$ cat config.mk
export PLATFORM = sky130hd
export DESIGN_NAME = cm_regbank
export DESIGN_NICKNAME = d
export VERILOG_FILES = /design/src/rtl/cm_regbank_pkg.sv /design/src/rtl/cm_id_rom.sv /design/src/rtl/cm_irq_local.sv /design/src/rtl/cm_regbank.sv
export SDC_FILE = /design/constraint.sdc
export NUM_CORES = 1
export LEC_CHECK = 0
export BUFFER_PORTS_ARGS = -buffer_cell sky130_fd_sc_hd__buf_2
export CAP_MARGIN = 30
export CORE_MARGIN = 10
export CORE_UTILIZATION = 55
export DETAILED_ROUTE_END_ITERATION = 10
export MAX_ROUTING_LAYER = met4
export PLACE_DENSITY = 0.74
export SLEW_MARGIN = 20
export SYNTH_ARGS = -nofsm -noshare
export SYNTH_HDL_FRONTEND = slang
export SYNTH_SLANG_ARGS = --single-unit
$ cat constraint.sdc
create_clock -name clk -period 5.53 [get_ports clk]
set_input_delay 1.106 -clock clk [delete_from_list [all_inputs] [get_ports clk]]
set_output_delay 1.106 -clock clk [all_outputs]
set_load 0.01 [all_outputs]
$ cat src/rtl/cm_regbank_pkg.sv
package cm_regbank_pkg;

    localparam int DATA_W   = 32;
    localparam int KEY_W    = 16;
    localparam int SEL_W    = 6;
    localparam int ID_ENT_W = 6;

    typedef logic [DATA_W-1:0] word_t;
    typedef logic [SEL_W-1:0]  sel_t;

    // word indices inside the register page; the order is fixed by software
    localparam sel_t SEL_OSC      = 6'd2;
    localparam sel_t SEL_CTRL     = 6'd3;
    localparam sel_t SEL_KEY      = 6'd5;
    localparam sel_t SEL_AUX      = 6'd7;
    localparam sel_t SEL_SDRAM    = 6'd8;
    localparam sel_t SEL_INIT     = 6'd9;
    localparam sel_t SEL_FLG_SET  = 6'd12;
    localparam sel_t SEL_FLG_CLR  = 6'd13;
    localparam sel_t SEL_NV_SET   = 6'd14;
    localparam sel_t SEL_NV_CLR   = 6'd15;
    localparam sel_t SEL_IRQ_STAT = 6'd16;
    localparam sel_t SEL_IRQ_RAW  = 6'd17;
    localparam sel_t SEL_IRQ_EN   = 6'd18;
    localparam sel_t SEL_IRQ_DIS  = 6'd19;
    localparam sel_t SEL_SW_SET   = 6'd20;
    localparam sel_t SEL_SW_CLR   = 6'd21;
    localparam sel_t SEL_FIQ_STAT = 6'd24;
    localparam sel_t SEL_FIQ_RAW  = 6'd25;
    localparam sel_t SEL_FIQ_EN   = 6'd26;
    localparam sel_t SEL_FIQ_DIS  = 6'd27;

    localparam logic [KEY_W-1:0] UNLOCK_KEY = 16'hA05F;

    localparam int CTRL_LED_BIT   = 0;
    localparam int CTRL_REMAP_BIT = 2;
    localparam int CTRL_RST_BIT   = 3;

    localparam word_t OSC_RST   = 32'h0100_0048;
    localparam word_t AUX_RST   = 32'h0007_FEFF;
    localparam word_t SDRAM_RST = 32'h0001_1122;
    localparam word_t INIT_RST  = 32'h0000_0112;

    typedef struct packed {
        word_t            osc;
        word_t            aux;
        word_t            sdram;
        word_t            init;
        word_t            flags;
        word_t            nvflags;
        logic [KEY_W-1:0] key;
        logic             led;
        logic             remap;
        logic             rst_req;
    } core_st_t;

    localparam core_st_t CORE_RST = '{
        osc:     OSC_RST,
        aux:     AUX_RST,
        sdram:   SDRAM_RST,
        init:    INIT_RST,
        flags:   '0,
        nvflags: '0,
        key:     '0,
        led:     1'b0,
        remap:   1'b0,
        rst_req: 1'b0
    };

    typedef struct packed {
        logic  level;
        word_t irq_en;
        word_t fiq_en;
    } irq_st_t;

    // memory size in MB to identification size code
    function automatic logic [7:0] size_code(input int mb);
        if (mb >= 256)      return 8'd64;
        else if (mb >= 128) return 8'd32;
        else if (mb >= 64)  return 8'd16;
        else if (mb >= 32)  return 8'd4;
        else                return 8'd2;
    endfunction

endpackage

$ cat src/rtl/cm_id_rom.sv
module cm_id_rom
    import cm_regbank_pkg::*;
#(
    parameter int MEM_MB = 128
) (
    input  logic [ID_ENT_W-1:0] entry,
    output logic [7:0]          id_byte
);

    localparam logic [7:0] SIZE_BYTE = size_code(MEM_MB);

    always_comb begin
        case (int'(entry))
            0:  id_byte = 8'h80;
            1:  id_byte = 8'h08;
            2:  id_byte = 8'h04;
            3:  id_byte = 8'h0B;
            4:  id_byte = 8'h09;
            5:  id_byte = 8'h01;
            6:  id_byte = 8'h40;
            8:  id_byte = 8'h02;
            9:  id_byte = 8'hA0;
            10: id_byte = 8'hA0;
            13: id_byte = 8'h08;
            15: id_byte = 8'h01;
            16: id_byte = 8'h0E;
            17: id_byte = 8'h04;
            18: id_byte = 8'h1C;
            19: id_byte = 8'h01;
            20: id_byte = 8'h02;
            21: id_byte = 8'h20;
            22: id_byte = 8'hC0;
            27: id_byte = 8'h30;
            28: id_byte = 8'h28;
            29: id_byte = 8'h30;
            30: id_byte = 8'h28;
            31: id_byte = SIZE_BYTE;
            default: id_byte = 8'h00;
        endcase
    end

endmodule

$ cat src/rtl/cm_irq_local.sv
module cm_irq_local
    import cm_regbank_pkg::*;
(
    input  logic  clk,
    input  logic  rst_n,
    input  logic  wr_stb,
    input  sel_t  sel,
    input  word_t wdata,
    output word_t rd_val,
    output logic  irq_out,
    output logic  fiq_out
);

    irq_st_t st_d, st_q;

    always_comb begin
        st_d = st_q;
        if (wr_stb) begin
            case (sel)
                SEL_IRQ_EN:  st_d.irq_en = st_q.irq_en | wdata;
                SEL_IRQ_DIS: st_d.irq_en = st_q.irq_en & ~wdata;
                SEL_FIQ_EN:  st_d.fiq_en = st_q.fiq_en | wdata;
                SEL_FIQ_DIS: st_d.fiq_en = st_q.fiq_en & ~wdata;
                SEL_SW_SET:  if (wdata[0]) st_d.level = 1'b1;
                SEL_SW_CLR:  if (wdata[0]) st_d.level = 1'b0;
                default: ;
            endcase
        end
    end

    always_ff @(posedge clk or negedge rst_n) begin
        if (!rst_n) st_q <= '0;
        else        st_q <= st_d;
    end

    word_t level_w;
    assign level_w = word_t'(st_q.level);

    always_comb begin
        case (sel)
            SEL_IRQ_STAT: rd_val = level_w & st_q.irq_en;
            SEL_FIQ_STAT: rd_val = level_w & st_q.fiq_en;
            SEL_IRQ_RAW,
            SEL_FIQ_RAW,
            SEL_SW_SET:   rd_val = level_w;
            SEL_IRQ_EN:   rd_val = st_q.irq_en;
            SEL_FIQ_EN:   rd_val = st_q.fiq_en;
            default:      rd_val = '0;
        endcase
    end

    assign irq_out = st_q.level & st_q.irq_en[0];
    assign fiq_out = st_q.level & st_q.fiq_en[0];

endmodule

$ cat src/rtl/cm_regbank.sv
module cm_regbank
    import cm_regbank_pkg::*;
#(
    parameter int IDX_W  = 10,
    parameter int MEM_MB = 128
) (
    input  logic             clk,
    input  logic             rst_n,
    input  logic             wr_en,
    input  logic [IDX_W-1:0] addr,
    input  logic [31:0]      wdata,
    output logic [31:0]      rdata,
    output logic             boot_overlay,
    output logic             led_on,
    output logic             rst_req,
    output logic             irq_out,
    output logic             fiq_out
);

    localparam int PAGE_W = IDX_W - SEL_W;
    localparam logic [PAGE_W-1:0] PAGE_REG = '0;
    localparam logic [PAGE_W-1:0] PAGE_ID  = PAGE_W'(1);

    core_st_t st_d, st_q;

    logic [PAGE_W-1:0] page;
    sel_t              sel;
    logic              reg_hit, id_hit, reg_wr, unlocked;
    word_t             irq_rd;
    logic [7:0]        id_byte;

    assign page     = addr[IDX_W-1:SEL_W];
    assign sel      = addr[SEL_W-1:0];
    assign reg_hit  = (page == PAGE_REG);
    assign id_hit   = (page == PAGE_ID);
    assign reg_wr   = wr_en && reg_hit;
    assign unlocked = (st_q.key == UNLOCK_KEY);

    cm_irq_local u_irq (
        .clk     (clk),
        .rst_n   (rst_n),
        .wr_stb  (reg_wr),
        .sel     (sel),
        .wdata   (wdata),
        .rd_val  (irq_rd),
        .irq_out (irq_out),
        .fiq_out (fiq_out)
    );

    cm_id_rom #(.MEM_MB(MEM_MB)) u_rom (
        .entry   (addr[ID_ENT_W-1:0]),
        .id_byte (id_byte)
    );

    // next state
    always_comb begin
        st_d         = st_q;
        st_d.rst_req = 1'b0;
        if (reg_wr) begin
            case (sel)
                SEL_OSC:     if (unlocked) st_d.osc = wdata;
                SEL_AUX:     if (unlocked) st_d.aux = wdata;
                SEL_KEY:     st_d.key = wdata[KEY_W-1:0];
                SEL_SDRAM:   st_d.sdram = wdata;
                SEL_INIT:    st_d.init = wdata;
                SEL_CTRL: begin
                    st_d.led     = wdata[CTRL_LED_BIT];
                    st_d.remap   = wdata[CTRL_REMAP_BIT];
                    st_d.rst_req = wdata[CTRL_RST_BIT];
                end
                SEL_FLG_SET: st_d.flags   = st_q.flags | wdata;
                SEL_FLG_CLR: st_d.flags   = st_q.flags & ~wdata;
                SEL_NV_SET:  st_d.nvflags = st_q.nvflags | wdata;
                SEL_NV_CLR:  st_d.nvflags = st_q.nvflags & ~wdata;
                default: ;
            endcase
        end
    end

    always_ff @(posedge clk or negedge rst_n) begin
        if (!rst_n) st_q <= CORE_RST;
        else        st_q <= st_d;
    end

    // read mux
    always_comb begin
        rdata = '0;
        if (id_hit) begin
            rdata = word_t'(id_byte);
        end else if (reg_hit) begin
            case (sel)
                SEL_OSC:     rdata = st_q.osc;
                SEL_AUX:     rdata = st_q.aux;
                SEL_SDRAM:   rdata = st_q.sdram;
                SEL_INIT:    rdata = st_q.init;
                SEL_KEY:     rdata = word_t'({unlocked, st_q.key});
                SEL_CTRL: begin
                    rdata[CTRL_LED_BIT]   = st_q.led;
                    rdata[CTRL_REMAP_BIT] = st_q.remap;
                end
                SEL_FLG_SET: rdata = st_q.flags;
                SEL_NV_SET:  rdata = st_q.nvflags;
                default:     rdata = irq_rd;
            endcase
        end
    end

    assign boot_overlay = ~st_q.remap;
    assign led_on       = st_q.led;
    assign rst_req      = st_q.rst_req;

    // taps for the bound checker
    word_t            osc_now, flags_now;
    logic [KEY_W-1:0] key_now;
    assign osc_now   = st_q.osc;
    assign flags_now = st_q.flags;
    assign key_now   = st_q.key;

endmodule

==> results of run 1 <==
layer usage:
layer,global-route usage [%],vias up
li1,-,4282
met1,34.0,5124
met2,37.7,521
met3,3.85,55
met4,6.75,0
met5,-,-
cells in the mapped netlist, drive strengths merged:
master,number
a2111o,1
a21boi,1
a21oi,141
a221o,2
a221oi,24
a222oi,15
a22o,30
a22oi,57
a311o,1
a31o,1
a31oi,151
and2,4
and2b,1
and3,21
and4,2
buf,62
clkbuf,73
dfrtp,247
dfstp,29
ha,5
inv,7
mux2,144
mux2i,4
nand2,17
nand2b,2
nand3,4
nand4,4
nand4bb,1
nor2,11
nor2b,5
nor3,3
nor4,5
nor4b,2
nor4bb,1
o211ai,1
o21a,4
o21ai,8
o21bai,1
o221ai,4
o22ai,1
o31ai,1
o32ai,1
xor2,1
cell families after synthesis:
logic type | Yosys count | synth area share (%)
flops | 276 | 54.7
mux | 148 | 13.1
simple gates | 83 | 3.93
buf+inv | 142 | 4.93
fa+ha+maj | 5 | 0.493
compound gates | 445 | 22.8
xor+xnor | 1 | 0.0690
metrics by stage:
stage | hold slack [ns] | cells | utilization (%)
2_1_floorplan | 0.449 | 1100 | -
3_3_place_gp | 0.467 | 1363 | 57.8
3_5_place_dp | 0.475 | 1365 | 58.0
4_1_cts | 0.488 | 1419 | 62.1
5_1_grt | 0.509 | 1422 | 62.2
6_report | 0.489 | 1422 | 62.2
path summary, 6_finish.rpt:
path,to,startpoint,cells past startpoint
worst min-delay path,osc_now[1]$_DFFE_PN0P_,osc_now[1]$_DFFE_PN0P_,1
worst max register to register,osc_now[27]$_DFFE_PN0P_,key_now[8]$_DFFE_PN0P_,5
min in group asynchronous,osc_now[15]$_DFFE_PN0P_,rst_n,1
worst min register to register,osc_now[1]$_DFFE_PN0P_,osc_now[1]$_DFFE_PN0P_,1
max in group asynchronous,osc_now[20]$_DFFE_PN0P_,rst_n,2
worst max-delay path,rdata[12],addr[2],8
critical path: stages:
cell and delay (ns):
buf_2 0.35, nor2b_1 0.39, and3_1 0.70, buf_4 0.29, a22oi_1 0.07, and3_1 0.20
a21oi_1 0.22, buf_2 0.18
report_power, final:
group	switching, µW	total, µW	internal (µW)
Combinational	141	194	52.7
Clock	808	1890	1080
Sequential	21.0	2080	2060
area by class of cell:
type                    instances  share of cell area, %
diodes                          2                 0.0354
clock buffers                  48                   6.21
clock inverters                 6                  0.363
inverters                       7                  0.186
multi-input cells             682                   36.5
flip-flops and latches        276                   49.1
well taps                     285                   2.52
repair buffers                116                   5.07
cell usage in the layout, fill, tap and decap left out, types with 3 or more instances in the layout:
cell	netlist	layout
dfrtp_1	247	247
a31oi_1	151	151
a21oi_1	141	141
mux2_2	140	140
buf_2	51	80
a22oi_1	57	57
buf_4	7	32
a22o_1	30	30
clkbuf_16	0	29
dfstp_2	29	29
a221oi_1	24	24
and3_1	21	19
nand2_1	17	15
a222oi_1	15	15
clkbuf_1	71	11
nor2_1	10	10
o21ai_0	8	8
clkbuf_8	0	8
inv_1	7	7
nor2b_1	5	5
ha_1	5	5
and2_1	4	4
nand4_1	4	4
mux2i_1	4	4
nand3_1	4	4
o221ai_1	4	4
o21a_2	0	4
mux2_1	4	4
nor4_4	2	3
nor3_1	3	3
clkinv_2	0	3
buf_12	0	3
==> out/metrics.yaml, run 1 <==
place:
  dpl_worst_slack_ns: 0.964
  portBuffers: 81
  dp_hpwl_um: 21100
  place_area_um2: 13200
  place.gp.congestion: 0.872
routing:
  dr.pass1.iters: 6
  drc: 0
  met3WireLength_um: 3260
  via_per_inst: 7.02
  drt-total-wl_um: 35800
  routed.top_layer: "met4"
  vias: 9982
  wl_met1_um: 15200
  ant_nets: 0
  met2_length_um: 16700
  wl_per_cell_um: 25.2
  drtIter0Drc: 1205
clock_network:
  cts_tree: "built"
  cts-root-buf: "clkbuf_16"
  clk_latency_ns: 0.57
  cts_buffer_depth: 3
  holdBufCountCts: 0
  postCtsSetupBuffers: 0
  path_clk_slew_ns: 0.06
  ctsResizeCount: 0
  htreeDepth: 1
  numCtsBuffers: 29
  clock_sinks: 276
finish:
  fillers: 1791
  synthToLayoutAreaGrowth_pct: 11.2
  multi_input_area_um2: 5150
  post-route-cell-area_um2: 14100
  num-nets-final: 1162
  layout-drive-gt1-share_pct: 30.0
  seqCellArea_um2: 6940
power:
  powerDensity_nw_per_um2: 295
  finalPower_uw: 4160
  p_leak_uw: 0.00647
  ir_drop_v: 0.000185
timing:
  fmax_mhz: 217
  rsz0062_at_grt: "no"
  finalSetupViolations: 0
  max-slew-margin-rel_pct: 32.1
  finClkSkew_ns: 0.0171
  worstMarginPinSlew_ns: 1.02
  setup_slack_ns: 0.916
  fin_crit_sh_pct: 83.4
  fin_setup_tns_ns: 0
  drv_slew: 0
  fin_crit_ns: 4.61
  final_hold_viol_count: 0
synth:
  synthCells: 1100
  syn-cell-area_um2: 12700
  synth_area_leader_cell: "dfrtp_1"
  seq_area_frac_synth_pct: 54.7
  avgSynthCellArea_um2: 11.5
  syn_nets: 1150
  yosysWarnings: 0
  ys_top_cells_by_area: "dfrtp_1 (49%), mux2_2 (12%), a31oi_1 (7.4%)"
  synth_top_area_share_pct: 48.7
  ys_types: 50
  ys_ff_latch: 276
global_route:
  grt_pass1_vias: 9739
  grt_overflow_total: 0
  track_usage_pct: 24.7
  grt_max_degree: 106
  grt_pass1_wl_um: 56600
  antenna_found_initial: 2
setup_path:
  cp-start-kind: "input pin"
  criticalPathCategory: "in -> out"
  path_max_fanout: 21
  end_kind: "primary output"
  reg2reg_slack_ns: 2.86
  crit_arrival_ns: 3.51
  crit_required_ns: 4.42
floorplanning:
  ioPinCount: 82
  core_region_area_um2: 22700
  die_h_um: 172
  dieArea_um2: 29600
  row_count: 55
  initial_core_util_pct: 55.9
  die_w_um: 172
outcome:
  status: "finished clean"
run:
  maxCapViolations: 0
min_path:
  hold_class: "reg -> reg"
Power figures use the tool's default switching activity.
==> run 2: changes to the inputs <==
clock period = 4.6 ns   (was 5.53 ns; I/O delays follow)
==> run 2 against run 1 <==
Register-to-register slack got worse by 0.96 ns. Via count fell by 1.9%. Global-route usage fell by 0.88 points. Flip-flop and latch count did not move. Total power rose by 26%. Non-clock buffer count rose by 7. Cell count rose by 0.70%. Count of clock-buffer cells in the layout fell by 2. Critical endpoint is now rdata[11]. Largest power group is now the clock network.
==> out/metrics.yaml, run 2 (synthesis results as in run 1) <==
clock_network:
  cts_tree: "built"  # unchanged
  clock_sinks: 276  # unchanged
  holdBufCountCts: 0  # unchanged
  cts_buffer_depth: 3  # unchanged
  ctsResizeCount: 0  # unchanged
  path_clk_slew_ns: 0.06  # about the same
  cts-root-buf: "clkbuf_16"  # unchanged
  htreeDepth: 1  # unchanged
  clk_latency_ns: 0.55  # was 0.57 ns
  postCtsSetupBuffers: 0  # unchanged
  numCtsBuffers: 30  # was 29
timing:
  max-slew-margin-rel_pct: 34.3  # was 32.1%
  rsz0062_at_grt: "no"  # unchanged
  setup_slack_ns: 0.355  # was 0.916 ns
  fin_crit_sh_pct: 92.3
  fmax_mhz: 236
  finalSetupViolations: 0  # unchanged
  fin_setup_tns_ns: 0  # unchanged
  fin_crit_ns: 4.25
  worstMarginPinSlew_ns: 0.983  # was 1.02 ns
  finClkSkew_ns: 0.0242  # was 0.0171 ns
  final_hold_viol_count: 0  # unchanged
  whs_ns: 0.463  # was 0.489 ns
  drv_slew: 0  # unchanged
setup_path:
  crit_required_ns: 3.68  # was 4.42 ns
  cp_common_cell: "buf_2"
  criticalPathCategory: "in -> out"  # unchanged
  crit_arrival_ns: 3.33  # was 3.51 ns
  path_buf_inv: 3  # unchanged
  cpMaxStageDelayCell: "and3_1"  # unchanged
  path_cells: "buf_2 -> nor2b_1 -> and3_1 -> buf_4 -> a221oi_1 -> a31oi_1 -> buf_2"  # was buf_2 -> nor2b_1 -> and3_1 -> buf_4 -> a22oi_1 -> and3_1 -> a21oi_1 -> buf_2
  path_max_fanout: 21  # unchanged
  cpPeakStageDelay_ns: 0.70  # about the same
  crit_family: "simple AND/OR/NAND/NOR gates"  # unchanged
  end_kind: "primary output"  # unchanged
  cp-start-kind: "input pin"  # unchanged
floorplanning:
  initial_core_util_pct: 55.9  # unchanged
  core_region_area_um2: 22700  # unchanged
  die_w_um: 172  # unchanged
  dieArea_um2: 29600  # unchanged
  row_count: 55  # unchanged
  die_h_um: 172  # unchanged
  ioPinCount: 82  # unchanged
power:
  powerDensity_nw_per_um2: 366  # was 295 nW/µm²
  p_leak_uw: 0.00657  # was 0.00647 µW
  ir_drop_v: 0.000290  # was 0.000185 V
routing:
  dr.pass1.iters: 8  # was 6
  via_per_inst: 6.84  # was 7.02
  drtIter0Drc: 1257  # was 1205
  ant_nets: 0  # unchanged
  drt-total-wl_um: 34700  # was 35800 µm
  vias: 9791  # was 9982
  drc: 0  # unchanged
  wl_per_cell_um: 24.3  # was 25.2 µm
finish:
  multi_input_area_um2: 5150  # unchanged
  synthToLayoutAreaGrowth_pct: 12.7  # was 11.2%
  fin_cells: 1432  # was 1422
  num-nets-final: 1170  # was 1162
  post-route-cell-area_um2: 14300  # was 14100 µm²
  fillers: 1755  # was 1791
  layout-drive-gt1-share_pct: 30.7  # was 30.0%
  final_common_cell: "dfrtp_1"  # unchanged
  most-common-layout-cells: "dfrtp_1 (247), a31oi_1 (151), a21oi_1 (141), mux2_2 (140), buf_2 (80)"  # unchanged
  seqCellArea_um2: 6940  # unchanged
global_route:
  antenna_found_initial: 2  # unchanged
  grt_pass1_wl_um: 54800  # was 56600 µm
  grt_pass1_vias: 9557  # was 9739
  grt_overflow_total: 0  # unchanged
  track_usage_pct: 23.9  # was 24.7%
  grt_max_degree: 127  # was 106
place:
  dpl_worst_slack_ns: 0.433  # was 0.964 ns
  portBuffers: 81  # unchanged
  place.gp.congestion: 0.894  # was 0.872
  place_area_um2: 13200  # about the same
  dp_cells: 1372  # was 1365
  dp_hpwl_um: 21000  # was 21100 µm
run:
  maxCapViolations: 0  # unchanged
min_path:
  hold_class: "in -> async"  # was reg -> reg
outcome:
  status: "finished clean"  # unchanged
==> run 2: cell types whose count changed in the layout (fill, tap and decap cells not counted), moves of 2 or more <==
cell       previous run  this run
buf_4                32        37
bufinv_16             0         4
clkbuf_16            29        31
clkbuf_8              8         5
==> run 2: worst paths after layout <==
kind,start,endpoint,slack [ns],cells past startpoint
max reg2reg,key_now[9]$_DFFE_PN0P_,osc_now[10]$_DFFE_PN0P_,1.90,6
min reg2reg,st_q[86]$_DFFE_PN0P_,st_q[86]$_DFFE_PN0P_,0.49,2
min,rst_n,asynchronous set/reset pin,0.46,1
min in group clk,st_q[86]$_DFFE_PN0P_,st_q[86]$_DFFE_PN0P_,0.49,2
max in group asynchronous,rst_n,st_q[171]$_DFFE_PN0P_,3.06,2
max,addr[2],rdata[11],0.35,7
==> run 2: through the flow <==
step | util (%) | total power [µW]
after detailed placement | 58.3 | 2770
after global placement | 58.3 | 2770
final | 63.1 | 5240
after global routing | 63.0 | 5400
after floorplan | - | 2650
after CTS | 62.9 | 5270
==> run 2: cell type report <==
cell class	count	share of cell area, %
Inverter	7	0.183
Clock buffer	46	6.16
Sequential cell	276	48.5
Antenna cell	3	0.0524
Clock inverter	10	1.10
Tap cell	285	2.49
Timing Repair Buffer	123	5.53
Multi-Input combinational cell	682	36.0
==> run 2: power breakdown <==
| group | total [µW] | switching, µW | internal, µW |
|---|---|---|---|
| Clock | 2510 | 964 | 1540 |
| Combinational | 234 | 168 | 66.5 |
| Sequential | 2500 | 25.2 | 2470 |
==> run 2: routing by layer <==
metal  up-vias  part of all wire, %  GRT usage (%)
li1       4293                    -              -
met1      4946                   43           33.2
met2       493                   46           36.4
met3        59                  8.7           3.47
met4         0                  1.9           5.73
met5         -                    0              -
==> run 3: changes to the inputs <==
CORE_UTILIZATION = 61   (was 55)
PLACE_DENSITY = 0.81   (was 0.74)
==> run 3 against run 2 <==
Sequential power is essentially flat. Via count up 3.3%. Sequential share of layout area increased by 0.17 points. Total power decreased by 0.99%. Clock power decreased by 2%. Fmax grew 8.3%. Critical endpoint is now rdata[12].
==> out/metrics.yaml, run 3 (synthesis results as in run 1) <==
setup_path:
  path_buf_inv: 4  # was 3
  path_max_fanout: 21  # unchanged
  cpPeakStageDelay_ns: 0.40  # was 0.70 ns
  path_cells: "buf_2 -> inv_1 -> ha_1 -> nand2_1 -> nor4_4 -> buf_4 -> a22oi_1 -> and3_1 -> a21oi_1 -> buf_2"  # was buf_2 -> nor2b_1 -> and3_1 -> buf_4 -> a221oi_1 -> a31oi_1 -> buf_2
  crit_arrival_ns: 3.00  # was 3.33 ns
  end_kind: "primary output"  # unchanged
  cp-start-kind: "input pin"  # unchanged
  cpMaxStageDelayCell: "buf_4"  # was and3_1
  crit_family: "buffers and inverters"  # was simple AND/OR/NAND/NOR gates
  criticalPathCategory: "in -> out"  # unchanged
  crit_required_ns: 3.68  # about the same
  cp_common_cell: "buf_2"  # unchanged
timing:
  whs_ns: 0.492  # was 0.463 ns
  worstMarginPinSlew_ns: 0.980  # was 0.983 ns
  finClkSkew_ns: 0.0231  # was 0.0242 ns
  drv_slew: 0  # unchanged
  finalSetupViolations: 0  # unchanged
  fmax_mhz: 255  # was 236 MHz
  fin_crit_sh_pct: 85.2  # was 92.3%
  fin_crit_ns: 3.92  # was 4.25 ns
  rsz0062_at_grt: "no"  # unchanged
  final_hold_viol_count: 0  # unchanged
  max-slew-margin-rel_pct: 34.4  # was 34.3%
  fin_setup_tns_ns: 0  # unchanged
power:
  p_clk_share_pct: 47.2  # was 47.8%
  power.internal_uw: 4040  # was 4080 µW
  powerDensity_nw_per_um2: 364  # was 366 nW/µm²
  sw_frac_of_total_pct: 22.2  # was 22.1%
  switchingPower_uw: 1150  # was 1160 µW
  p_leak_uw: 0.00653  # was 0.00657 µW
  ir_drop_v: 0.000330  # was 0.000290 V
  pwr-share-comb_pct: 4.6  # was 4.5%
  sequentialPowerShare_pct: 48.2  # was 47.7%
clock_network:
  cts-root-buf: "clkbuf_16"  # unchanged
  clock_sinks: 276  # unchanged
  cts_buffer_depth: 3  # unchanged
  holdBufCountCts: 0  # unchanged
  numCtsBuffers: 28  # was 30
  cts_tree: "built"  # unchanged
  path_clk_slew_ns: 0.06  # about the same
  ctsResizeCount: 0  # unchanged
  htreeDepth: 1  # unchanged
  postCtsSetupBuffers: 0  # unchanged
  clk_latency_ns: 0.55  # about the same
floorplanning:
  core_region_area_um2: 20400  # was 22700 µm²
  row_count: 52  # was 55
  die_w_um: 164  # was 172 µm
  initial_core_util_pct: 62.4  # was 55.9%
  ioPinCount: 82  # unchanged
  dieArea_um2: 27000  # was 29600 µm²
  die_h_um: 164  # was 172 µm
run:
  maxCapViolations: 0  # unchanged
min_path:
  hold_class: "reg -> reg"  # was in -> async
finish:
  num-nets-final: 1158  # was 1170
  fin_cells: 1402  # was 1432
  fillers: 1366  # was 1755
  most-common-layout-cells: "dfrtp_1 (247), a31oi_1 (151), a21oi_1 (141), mux2_2 (140), buf_2 (80)"  # unchanged
  layout-drive-gt1-share_pct: 30.2  # was 30.7%
  synthToLayoutAreaGrowth_pct: 12.3  # was 12.7%
  final_common_cell: "dfrtp_1"  # unchanged
  fin_util_pct: 70.1  # was 63.1%
global_route:
  grt_pass1_wl_um: 57100  # was 54800 µm
  grt_overflow_total: 0  # unchanged
  grt_max_degree: 130  # was 127
  grt_pass1_vias: 10100  # was 9557
  track_usage_pct: 27.3  # was 23.9%
  antenna_found_initial: 2  # unchanged
place:
  dp_cells: 1348  # was 1372
  place.gp.congestion: 0.929  # was 0.894
  portBuffers: 81  # unchanged
  dp_hpwl_um: 20600  # was 21000 µm
routing:
  drt-total-wl_um: 36000  # was 34700 µm
  via_per_inst: 7.21  # was 6.84
  ant_nets: 0  # unchanged
  wl_per_cell_um: 25.6  # was 24.3 µm
  drtIter0Drc: 1351  # was 1257
  drc: 0  # unchanged
  vias: 10100  # was 9791
  dr.pass1.iters: 8  # unchanged
outcome:
  status: "finished clean"  # unchanged
==> run 3: worst min-delay path: stages (launching register included) <==
cell	delay (ns)
dfrtp_1	0.35
nand2_1	0.05
o21ai_0	0.06
==> run 3: metal layers <==
metal  part of all wire [%]  global-route usage [%]  wire [µm]
met5                      0                       -          0
met3                     10                    5.78       3730
met1                     40                    35.6      14300
met4                    3.0                    11.0       1090
met2                     47                    40.9      16800
==> run 3: power by group through the flow <==
stage / clock network [µW] / registers, µW / logic, µW
floorplan: 0 / 2530 / 120
global placement: 0 / 2540 / 228
global route: 2570 / 2500 / 265
detailed placement: 0 / 2540 / 234
finish: 2450 / 2500 / 238
CTS: 2460 / 2500 / 237
==> run 3: path summary, 6_finish.rpt <==
check / startpoint / endpoint / slack [ns] / cells past startpoint
min reg2reg: st_q[86]$_DFFE_PN0P_ / st_q[86]$_DFFE_PN0P_ / 0.49 / 2
max reg2reg: key_now[8]$_DFFE_PN0P_ / st_q[178]$_DFFE_PN0P_ / 2.01 / 6
max: addr[0] / rdata[12] / 0.68 / 10
max in group asynchronous: rst_n / st_q[161]$_DFFE_PN1P_ / 3.14 / 2
min in group asynchronous: rst_n / rst_req$_DFF_PN0_ / 0.51 / 1
min: st_q[86]$_DFFE_PN0P_ / st_q[86]$_DFFE_PN0P_ / 0.49 / 2
==> run 3: cell type report <==
| type | instances | area [µm²] | area share (%) |
|---|---|---|---|
| diodes | 2 | 5.00 | 0.0351 |
| clock buffers | 39 | 803 | 5.63 |
| clock inverters | 13 | 198 | 1.39 |
| inverters | 7 | 26.3 | 0.184 |
| multi-input cells | 682 | 5150 | 36.1 |
| flip-flops and latches | 276 | 6940 | 48.7 |
| well taps | 270 | 338 | 2.37 |
| repair buffers | 113 | 801 | 5.61 |
==> run 3: through the flow <==
stage	instance area (µm²)	total power (µW)	setup slack, ns
2_1_floorplan	12700	2650	1.28
3_3_place_gp	13200	2770	0.795
3_5_place_dp	13300	2770	0.758
4_1_cts	14300	5200	0.731
5_1_grt	14300	5340	0.579
6_report	14300	5190	0.680
